===== src/rtl/sdram_cmd_seq.sv =====
module sdram_cmd_seq #(
  parameter int ROW_W            = 11,
  parameter int COL_W            = 8,
  parameter int BA_W             = 2,
  parameter int ADDR_W           = 11,
  parameter int T_RCD            = 3,
  parameter int T_RP             = 3,
  parameter int T_RAS            = 7,
  parameter int T_RC             = 10,
  parameter int T_RRD            = 2,
  parameter int T_WR             = 2,
  parameter int T_MRD            = 2,
  parameter int BURST_LEN        = 4,
  parameter int CAS_LAT          = 3,
  parameter int BURST_INTERLEAVE = 0,
  parameter int INIT_REFS        = 2,
  parameter int REF_INT          = 2600
) (
  input  logic              clk,
  input  logic              rst_n,
  input  logic              req_valid,
  input  logic              req_write,
  input  logic [BA_W-1:0]   req_bank,
  input  logic [ROW_W-1:0]  req_row,
  input  logic [COL_W-1:0]  req_col,
  input  logic              req_autopre,
  output logic              req_ready,
  output logic              init_done,
  output logic              sd_cs_n,
  output logic              sd_ras_n,
  output logic              sd_cas_n,
  output logic              sd_we_n,
  output logic [BA_W-1:0]   sd_ba,
  output logic [ADDR_W-1:0] sd_addr
);
  localparam int NB = 1 << BA_W;
  localparam int AP = 10;
  localparam int CW = $clog2(T_RC + T_RAS + BURST_LEN + T_WR + T_RP + 2);
  localparam int RW = $clog2(REF_INT + 1);

  localparam logic [3:0] C_MRS = 4'b0000, C_REF = 4'b0001, C_ACT = 4'b0011,
                         C_RD  = 4'b0101, C_WR  = 4'b0100, C_PRE = 4'b0010,
                         C_NOP = 4'b0111;

  localparam logic [2:0] BL_CODE = (BURST_LEN == 1) ? 3'd0 : (BURST_LEN == 2) ? 3'd1 :
                                   (BURST_LEN == 4) ? 3'd2 : (BURST_LEN == 8) ? 3'd3 : 3'd7;
  localparam logic [ADDR_W-1:0] MODE_WORD =
    ADDR_W'({3'(CAS_LAT), 1'(BURST_INTERLEAVE), BL_CODE});

  localparam logic [CW-1:0] D_RCD    = CW'(T_RCD - 1);
  localparam logic [CW-1:0] D_RP     = CW'(T_RP - 1);
  localparam logic [CW-1:0] D_RAS    = CW'(T_RAS - 1);
  localparam logic [CW-1:0] D_RC     = CW'(T_RC - 1);
  localparam logic [CW-1:0] D_RRD    = CW'(T_RRD - 1);
  localparam logic [CW-1:0] D_MRD    = CW'(T_MRD - 1);
  localparam logic [CW-1:0] D_COL    = CW'(BURST_LEN - 1);
  localparam logic [CW-1:0] D_RD_PRE = CW'(BURST_LEN - 1);
  localparam logic [CW-1:0] D_WR_PRE = CW'(BURST_LEN + T_WR - 2);
  localparam logic [CW-1:0] D_RDA    = CW'(BURST_LEN + T_RP - 1);
  localparam logic [CW-1:0] D_WRA    = CW'(BURST_LEN + T_WR + T_RP - 2);
  localparam logic [RW-1:0] REF_LAST = RW'(REF_INT - 1);
  localparam logic [2:0]    N_REF    = 3'(INIT_REFS);

  function automatic logic [CW-1:0] dec(input logic [CW-1:0] v);
    return (v == '0) ? v : v - 1'b1;
  endfunction

  function automatic logic [CW-1:0] mx(input logic [CW-1:0] a, input logic [CW-1:0] b);
    return (a > b) ? a : b;
  endfunction

  logic [CW-1:0]    col_ok [NB];
  logic [CW-1:0]    pre_ok [NB];
  logic [CW-1:0]    act_ok [NB];
  logic [ROW_W-1:0] row_q  [NB];
  logic [NB-1:0]    open_q;
  logic [CW-1:0]    colg, rrd, mrd;
  logic [RW-1:0]    ref_tmr;
  logic             ref_pend;
  logic [2:0]       init_step;

  logic [3:0]        cmd;
  logic [BA_W-1:0]   ba;
  logic [ADDR_W-1:0] addr;
  logic              accept, all_act_ok, open_pre_ok, hit;

  assign hit       = open_q[req_bank] && (row_q[req_bank] == req_row);
  assign req_ready = accept;

  always_comb begin
    all_act_ok  = 1'b1;
    open_pre_ok = 1'b1;
    for (int i = 0; i < NB; i++) begin
      if (act_ok[i] != '0) all_act_ok = 1'b0;
      if (open_q[i] && pre_ok[i] != '0) open_pre_ok = 1'b0;
    end
  end

  always_comb begin
    cmd    = C_NOP;
    ba     = '0;
    addr   = '0;
    accept = 1'b0;
    if (mrd != '0) begin
      cmd = C_NOP;
    end else if (!init_done) begin
      if (init_step == 3'd0) begin
        if (open_pre_ok) begin
          cmd      = C_PRE;
          addr[AP] = 1'b1;
        end
      end else if (all_act_ok) begin
        if (init_step <= N_REF) cmd = C_REF;
        else begin
          cmd  = C_MRS;
          addr = MODE_WORD;
        end
      end
    end else if (ref_pend) begin
      if (open_q != '0) begin
        if (open_pre_ok) begin
          cmd      = C_PRE;
          addr[AP] = 1'b1;
        end
      end else if (all_act_ok) begin
        cmd = C_REF;
      end
    end else if (req_valid) begin
      if (hit) begin
        if (col_ok[req_bank] == '0 && colg == '0) begin
          cmd      = req_write ? C_WR : C_RD;
          ba       = req_bank;
          addr     = ADDR_W'(req_col);
          addr[AP] = req_autopre;
          accept   = 1'b1;
        end
      end else if (open_q[req_bank]) begin
        if (pre_ok[req_bank] == '0) begin
          cmd = C_PRE;
          ba  = req_bank;
        end
      end else if (act_ok[req_bank] == '0 && rrd == '0) begin
        cmd  = C_ACT;
        ba   = req_bank;
        addr = ADDR_W'(req_row);
      end
    end
  end

  always_ff @(posedge clk or negedge rst_n) begin
    if (!rst_n) begin
      {sd_cs_n, sd_ras_n, sd_cas_n, sd_we_n} <= C_NOP;
      sd_ba     <= '0;
      sd_addr   <= '0;
      colg      <= '0;
      rrd       <= '0;
      mrd       <= '0;
      ref_tmr   <= '0;
      ref_pend  <= 1'b0;
      init_step <= '0;
      init_done <= 1'b0;
      open_q    <= '0;
      for (int i = 0; i < NB; i++) begin
        col_ok[i] <= '0;
        pre_ok[i] <= '0;
        act_ok[i] <= '0;
        row_q[i]  <= '0;
      end
    end else begin
      {sd_cs_n, sd_ras_n, sd_cas_n, sd_we_n} <= cmd;
      sd_ba   <= ba;
      sd_addr <= addr;
      colg <= (cmd == C_RD || cmd == C_WR) ? D_COL : dec(colg);
      rrd  <= (cmd == C_ACT) ? D_RRD : dec(rrd);
      mrd  <= (cmd == C_MRS) ? D_MRD : dec(mrd);
      if (!init_done && cmd != C_NOP) begin
        init_step <= init_step + 3'd1;
        if (cmd == C_MRS) init_done <= 1'b1;
      end
      if (init_done) begin
        if (cmd == C_REF) ref_pend <= 1'b0;
        if (ref_tmr == REF_LAST) begin
          ref_tmr  <= '0;
          ref_pend <= 1'b1;
        end else begin
          ref_tmr <= ref_tmr + 1'b1;
        end
      end
      for (int i = 0; i < NB; i++) begin
        col_ok[i] <= dec(col_ok[i]);
        pre_ok[i] <= dec(pre_ok[i]);
        act_ok[i] <= dec(act_ok[i]);
        case (cmd)
          C_ACT: if (ba == BA_W'(i)) begin
            open_q[i] <= 1'b1;
            row_q[i]  <= addr[ROW_W-1:0];
            col_ok[i] <= mx(dec(col_ok[i]), D_RCD);
            pre_ok[i] <= mx(dec(pre_ok[i]), D_RAS);
            act_ok[i] <= mx(dec(act_ok[i]), D_RC);
          end
          C_PRE: if (addr[AP] || ba == BA_W'(i)) begin
            open_q[i] <= 1'b0;
            act_ok[i] <= mx(dec(act_ok[i]), D_RP);
          end
          C_RD, C_WR: if (ba == BA_W'(i)) begin
            pre_ok[i] <= mx(dec(pre_ok[i]), (cmd == C_WR) ? D_WR_PRE : D_RD_PRE);
            if (addr[AP]) begin
              open_q[i] <= 1'b0;
              act_ok[i] <= mx(dec(act_ok[i]), (cmd == C_WR) ? D_WRA : D_RDA);
            end
          end
          C_REF: act_ok[i] <= mx(dec(act_ok[i]), D_RC);
          default: ;
        endcase
      end
    end
  end
endmodule


===== config.mk =====
export PLATFORM = sky130hd
export DESIGN_NAME = sdram_cmd_seq
export DESIGN_NICKNAME = d
export VERILOG_FILES = /design/src/rtl/sdram_cmd_seq.sv
export SDC_FILE = /design/constraint.sdc
export NUM_CORES = 1
export LEC_CHECK = 0
export ABC_AREA = 0
export CORE_AREA = 2 2 90 178
export DETAILED_ROUTE_END_ITERATION = 10
export DIE_AREA = 0 0 92 180
export PLACE_DENSITY = 0.84
export SYNTH_ARGS = -nofsm -noshare
export SYNTH_HDL_FRONTEND = slang
export SYNTH_SLANG_ARGS = --single-unit

===== constraint.sdc =====
create_clock -name clk -period 13.8 [get_ports clk]
set_input_delay 2.76 -clock clk [delete_from_list [all_inputs] [get_ports clk]]
set_output_delay 2.76 -clock clk [all_outputs]
set_load 0.005 [all_outputs]

==> metrics.md <==
| Metric | Value |
|---|---|
| Placed inst area | `10410 sq um` |
| Ratio of cells with drive above 1 in the final layout | `12.06%` |
| Hold_sp | `row_q[10]` |
| Leakage power | `4.827 nW` |
| Die Area | `16560 sq um` |
| Starting Density | `64.38%` |
| Vias per Instance | `6.764` |
| Fin. max-slew vios | `0` |
| Clock Skew | `0.01177 ns` |
| P_sw | `0.0008375 W` |
| Required @ worst endpoint | `11.04 ns` |
| Top cell type's share of synthesized area | `39.09%` |
| Row cnt | `64` |
| Setup repair bufs after CTS | `0` |
| Routability cong. | `1.032` |
| Status | `finished with violations` |
| Setup TNS | `0 ns` |
| Clk network pwr share | `22.0%` |
| Register-to-Register Path Depth | `18` |
| Initial antenna violation count | `0` |
| Total clock sinks | `156` |
| Via Count | `8631` |
| CORE AREA | `15210 sq um` |
| First-pass GRT wire length | `45000 um` |
| Slew HR | `11.53%` |
| Compound-cell area share of the yosys netlist | `16.63%` |
| Critical path fanouts, max | `42` |
| TritonCTS Buffers | `17` |
| Final core occ | `72.05%` |
| Total wire length | `28070 um` |
| Internal power | `0.001194 W` |
| Clock transition at path regs | `0.06 ns` |
| Multi-input gate area | `5564 sq um` |
| HP Class | `flip-flop to flip-flop` |
| Synth top area cells | `dfrtp_1 39%, ha_1 6.4%, mux2_2 4.6%, nor2_1 4.1%, nand2_1 3.6%` |
| RSZ-0062 raised after global routing | `false` |
| Final Cell Area | `10960 sq um` |
| Async SR Flop Fraction | `100.0%` |
| Switching power share of the total | `41.23%` |
| Largest family of logic cells by synthesized area | `simple AND/OR/NAND/NOR gates` |
| Crit path launch type | `primary input` |
| Vias in the first global route | `8918` |
| Mux cell area share after synthesis | `8.176%` |
| Cts repair resizes | `0` |
| IO Port Bufs | `43` |
| Adder-Cell Fraction of Synth Area | `6.387%` |
| Ant. Diodes | `0` |
| Commonest non-fill, non-tap cell in the layout | `dfrtp_1` |
| Hold Violations, Final | `0` |
| Reg-to-Reg Start | `pre_ok[5]` |
| Sequential area share after synthesis | `39.90%` |
| Clock buffer depth | `2` |
| Critical path capture point type | `output pin` |
| Max frequency | `106.6 MHz` |
| CTS tree | `done` |
| Finished Layout Cells | `1276` |
| Total power | `0.002032 W` |
| Commonest cells after routing, fill and taps aside | `153 x dfrtp_1, 106 x nor2_1, 94 x nand2_1` |
| Sequential share of power | `34.7%` |
| DP HPWL | `20400 um` |
| Area Overhead vs Synth | `11.92%` |
| Hold_buf cts | `0` |
| Mapped Area | `9794 sq um` |
| Slew @ Worst Pin | `1.294 ns` |
| Later-pin clock latency in the skew report | `0.44 ns` |
| Minimum clock period | `9.377 ns` |
| Ratio of final minimum period to clock period | `67.95%` |
| Placed Cells | `1245` |
| Routed Antenna Nets | `0` |
| Power share of the combinational group | `43.2%` |
| Number of synthesized register bits | `156` |
| Failing checks | `design-rule violations` |
| Global-route usage over all layers | `35.18%` |
| Pwr Density | `185.3 nW/um^2` |
| CTS Root Cell | `clkbuf_16` |
| Hold path cells | `2` |
| Layout fillers | `1156` |
| Leading area contributor after synthesis | `dfrtp_1` |
| Setup-failing EPs final | `0` |
| I/O pin cnt | `45` |
| Drt drc | `1` |
| Synth warn | `0` |
| CP Class | `primary input to output pin` |
| WP data arrival | `6.62 ns` |
| DR pass1 iterations | `10` |
| Syn Area/Cell | `9.565 sq um` |
| Worst r2r dst | `pre_ok[15]` |
| Peak VDD IR | `145.1 uV` |
| XOR/XNOR share of the synthesized area | `5.174%` |
| Overflow after GRT | `0` |
| DRT iter0 DRCs | `841` |
| Yosys cell types | `89` |
| Chip width | `92 um` |
| Htree depth | `4` |
| Max-cap viol count | `0` |
| Post-Synthesis Cells | `1024` |
| Hold endpoint | `row_q[10]` |
| Chip height | `180 um` |
| EDFF count, synth | `0` |
| Reg2Reg Setup Slack | `7.08 ns` |
| Syn nets | `1100` |
| Pin count of the biggest net entering global routing | `95` |
| Post-DR wirelength/cell | `21.99 um` |
| Sequential cell area | `3908 sq um` |
| Ys flop type | `dfrtp_1` |
| Simple-Gate Fraction of Synth Area | `20.29%` |
| Final net count | `1142` |
## sequential cells by signal, indices dropped and copies added (netlist names), 2 cells and up
name,flops
colg,5
sd_addr,11
row_q,44
open_q,4
sd_ba,2
act_ok,20
rrd,5
mrd,5
pre_ok,20
ref_tmr,12
init_step,3
col_ok,20
## area by class of cell
cell class	instances	share of cell area (%)
clock buffers	21	4.200
multi-input cells	787	50.76
repair buffers	52	4.509
inverters	52	1.781
flip-flops and latches	156	35.65
clock inverters	10	0.8446
well taps	198	2.260
## critical path: stages
cell and delay (ns):
buf_2 0.07, buf_4 0.50, mux4_2 0.61, xnor2_2 0.18
nand3_1 0.12, nor4_1 0.66, nand2_1 0.21, nor3_1 0.83
clkdlybuf4s50_1 0.66
## Yosys cell counts, types with 5 or more instances
| cell | instances |
|---|---|
| mux2i_1 | 20 |
| and3_1 | 7 |
| nand2b_1 | 9 |
| o211a_1 | 5 |
| xnor2_1 | 35 |
| nor2_1 | 106 |
| ha_1 | 50 |
| xor2_1 | 21 |
| a211o_1 | 5 |
| nor4_1 | 24 |
| or4_1 | 6 |
| a21oi_1 | 37 |
| o31ai_1 | 6 |
| dfrtp_1 | 153 |
| o211ai_1 | 7 |
| nand3b_1 | 8 |
| o21a_1 | 5 |
| o2111ai_1 | 8 |
| or2_2 | 5 |
| inv_1 | 50 |
| nor2b_1 | 8 |
| or4b_2 | 7 |
| clkbuf_1 | 18 |
| nand2_1 | 94 |
| o31a_1 | 12 |
| a22o_1 | 7 |
| nand3_1 | 18 |
| buf_2 | 6 |
| a31oi_1 | 10 |
| nor4b_1 | 6 |
| nor3_1 | 33 |
| mux2_2 | 40 |
| a31o_2 | 7 |
| a21o_1 | 8 |
| and2_1 | 21 |
| nand4_1 | 9 |
| a211oi_1 | 10 |
| o21ai_0 | 45 |
## how the worst max path moves through the flow
stage,from,slack [ns],endpoint,cells past startpoint
after global routing,req_bank[1],4.12,req_ready,9
after global placement,req_bank[0],4.66,req_ready,9
final,req_bank[0],4.42,req_ready,9
after floorplan,req_bank[0],6.24,req_ready,8
after CTS,req_bank[0],4.47,req_ready,9
after detailed placement,req_bank[1],4.53,req_ready,9
## cell families (layout without fill, tap and decap cells)
| logic type | Yosys count | in the layout |
|---|---|---|
| DFF | 156 | 156 |
| AOI/OAI and AO/OA | 225 | 225 |
| buffers and inverters | 81 | 135 |
| other | 1 | 1 |
| xor gates and xnor gates | 57 | 57 |
| muxes | 68 | 68 |
| and+or+nand+nor | 386 | 386 |
| adders and majority gates | 50 | 50 |
## power groups by stage
| stage | registers [W] | logic (W) | clock network [W] |
|---|---|---|---|
| after CTS | 0.000702 | 0.000867 | 0.000449 |
| final | 0.000706 | 0.000878 | 0.000448 |
| after global placement | 0.000702 | 0.000827 | 0 |
| after detailed placement | 0.000708 | 0.000854 | 0 |
| after floorplan | 0.000672 | 0.000666 | 0 |
| after global routing | 0.000720 | 0.000990 | 0.000470 |
## routing by layer
metal  wire length, um  up-vias  track usage (%)  part of all wire [%]
li1                  -     3824                -                     -
met1              8981     4155            35.08                    32
met2             14390      454            60.26                    51
met3              2087      198            8.927                   7.4
met4              2602        0            28.66                   9.3
met5                 0        -                0                     0
## metrics by stage
stage                     hold WS (ns)  worst slack, ns
after floorplan                 0.4446            6.238
after global placement          0.4577            4.657
after detailed placement        0.4697            4.528
after CTS                       0.4842            4.465
after global routing            0.5115            4.118
final                           0.4828            4.423
(Power assumes the default switching activity.)
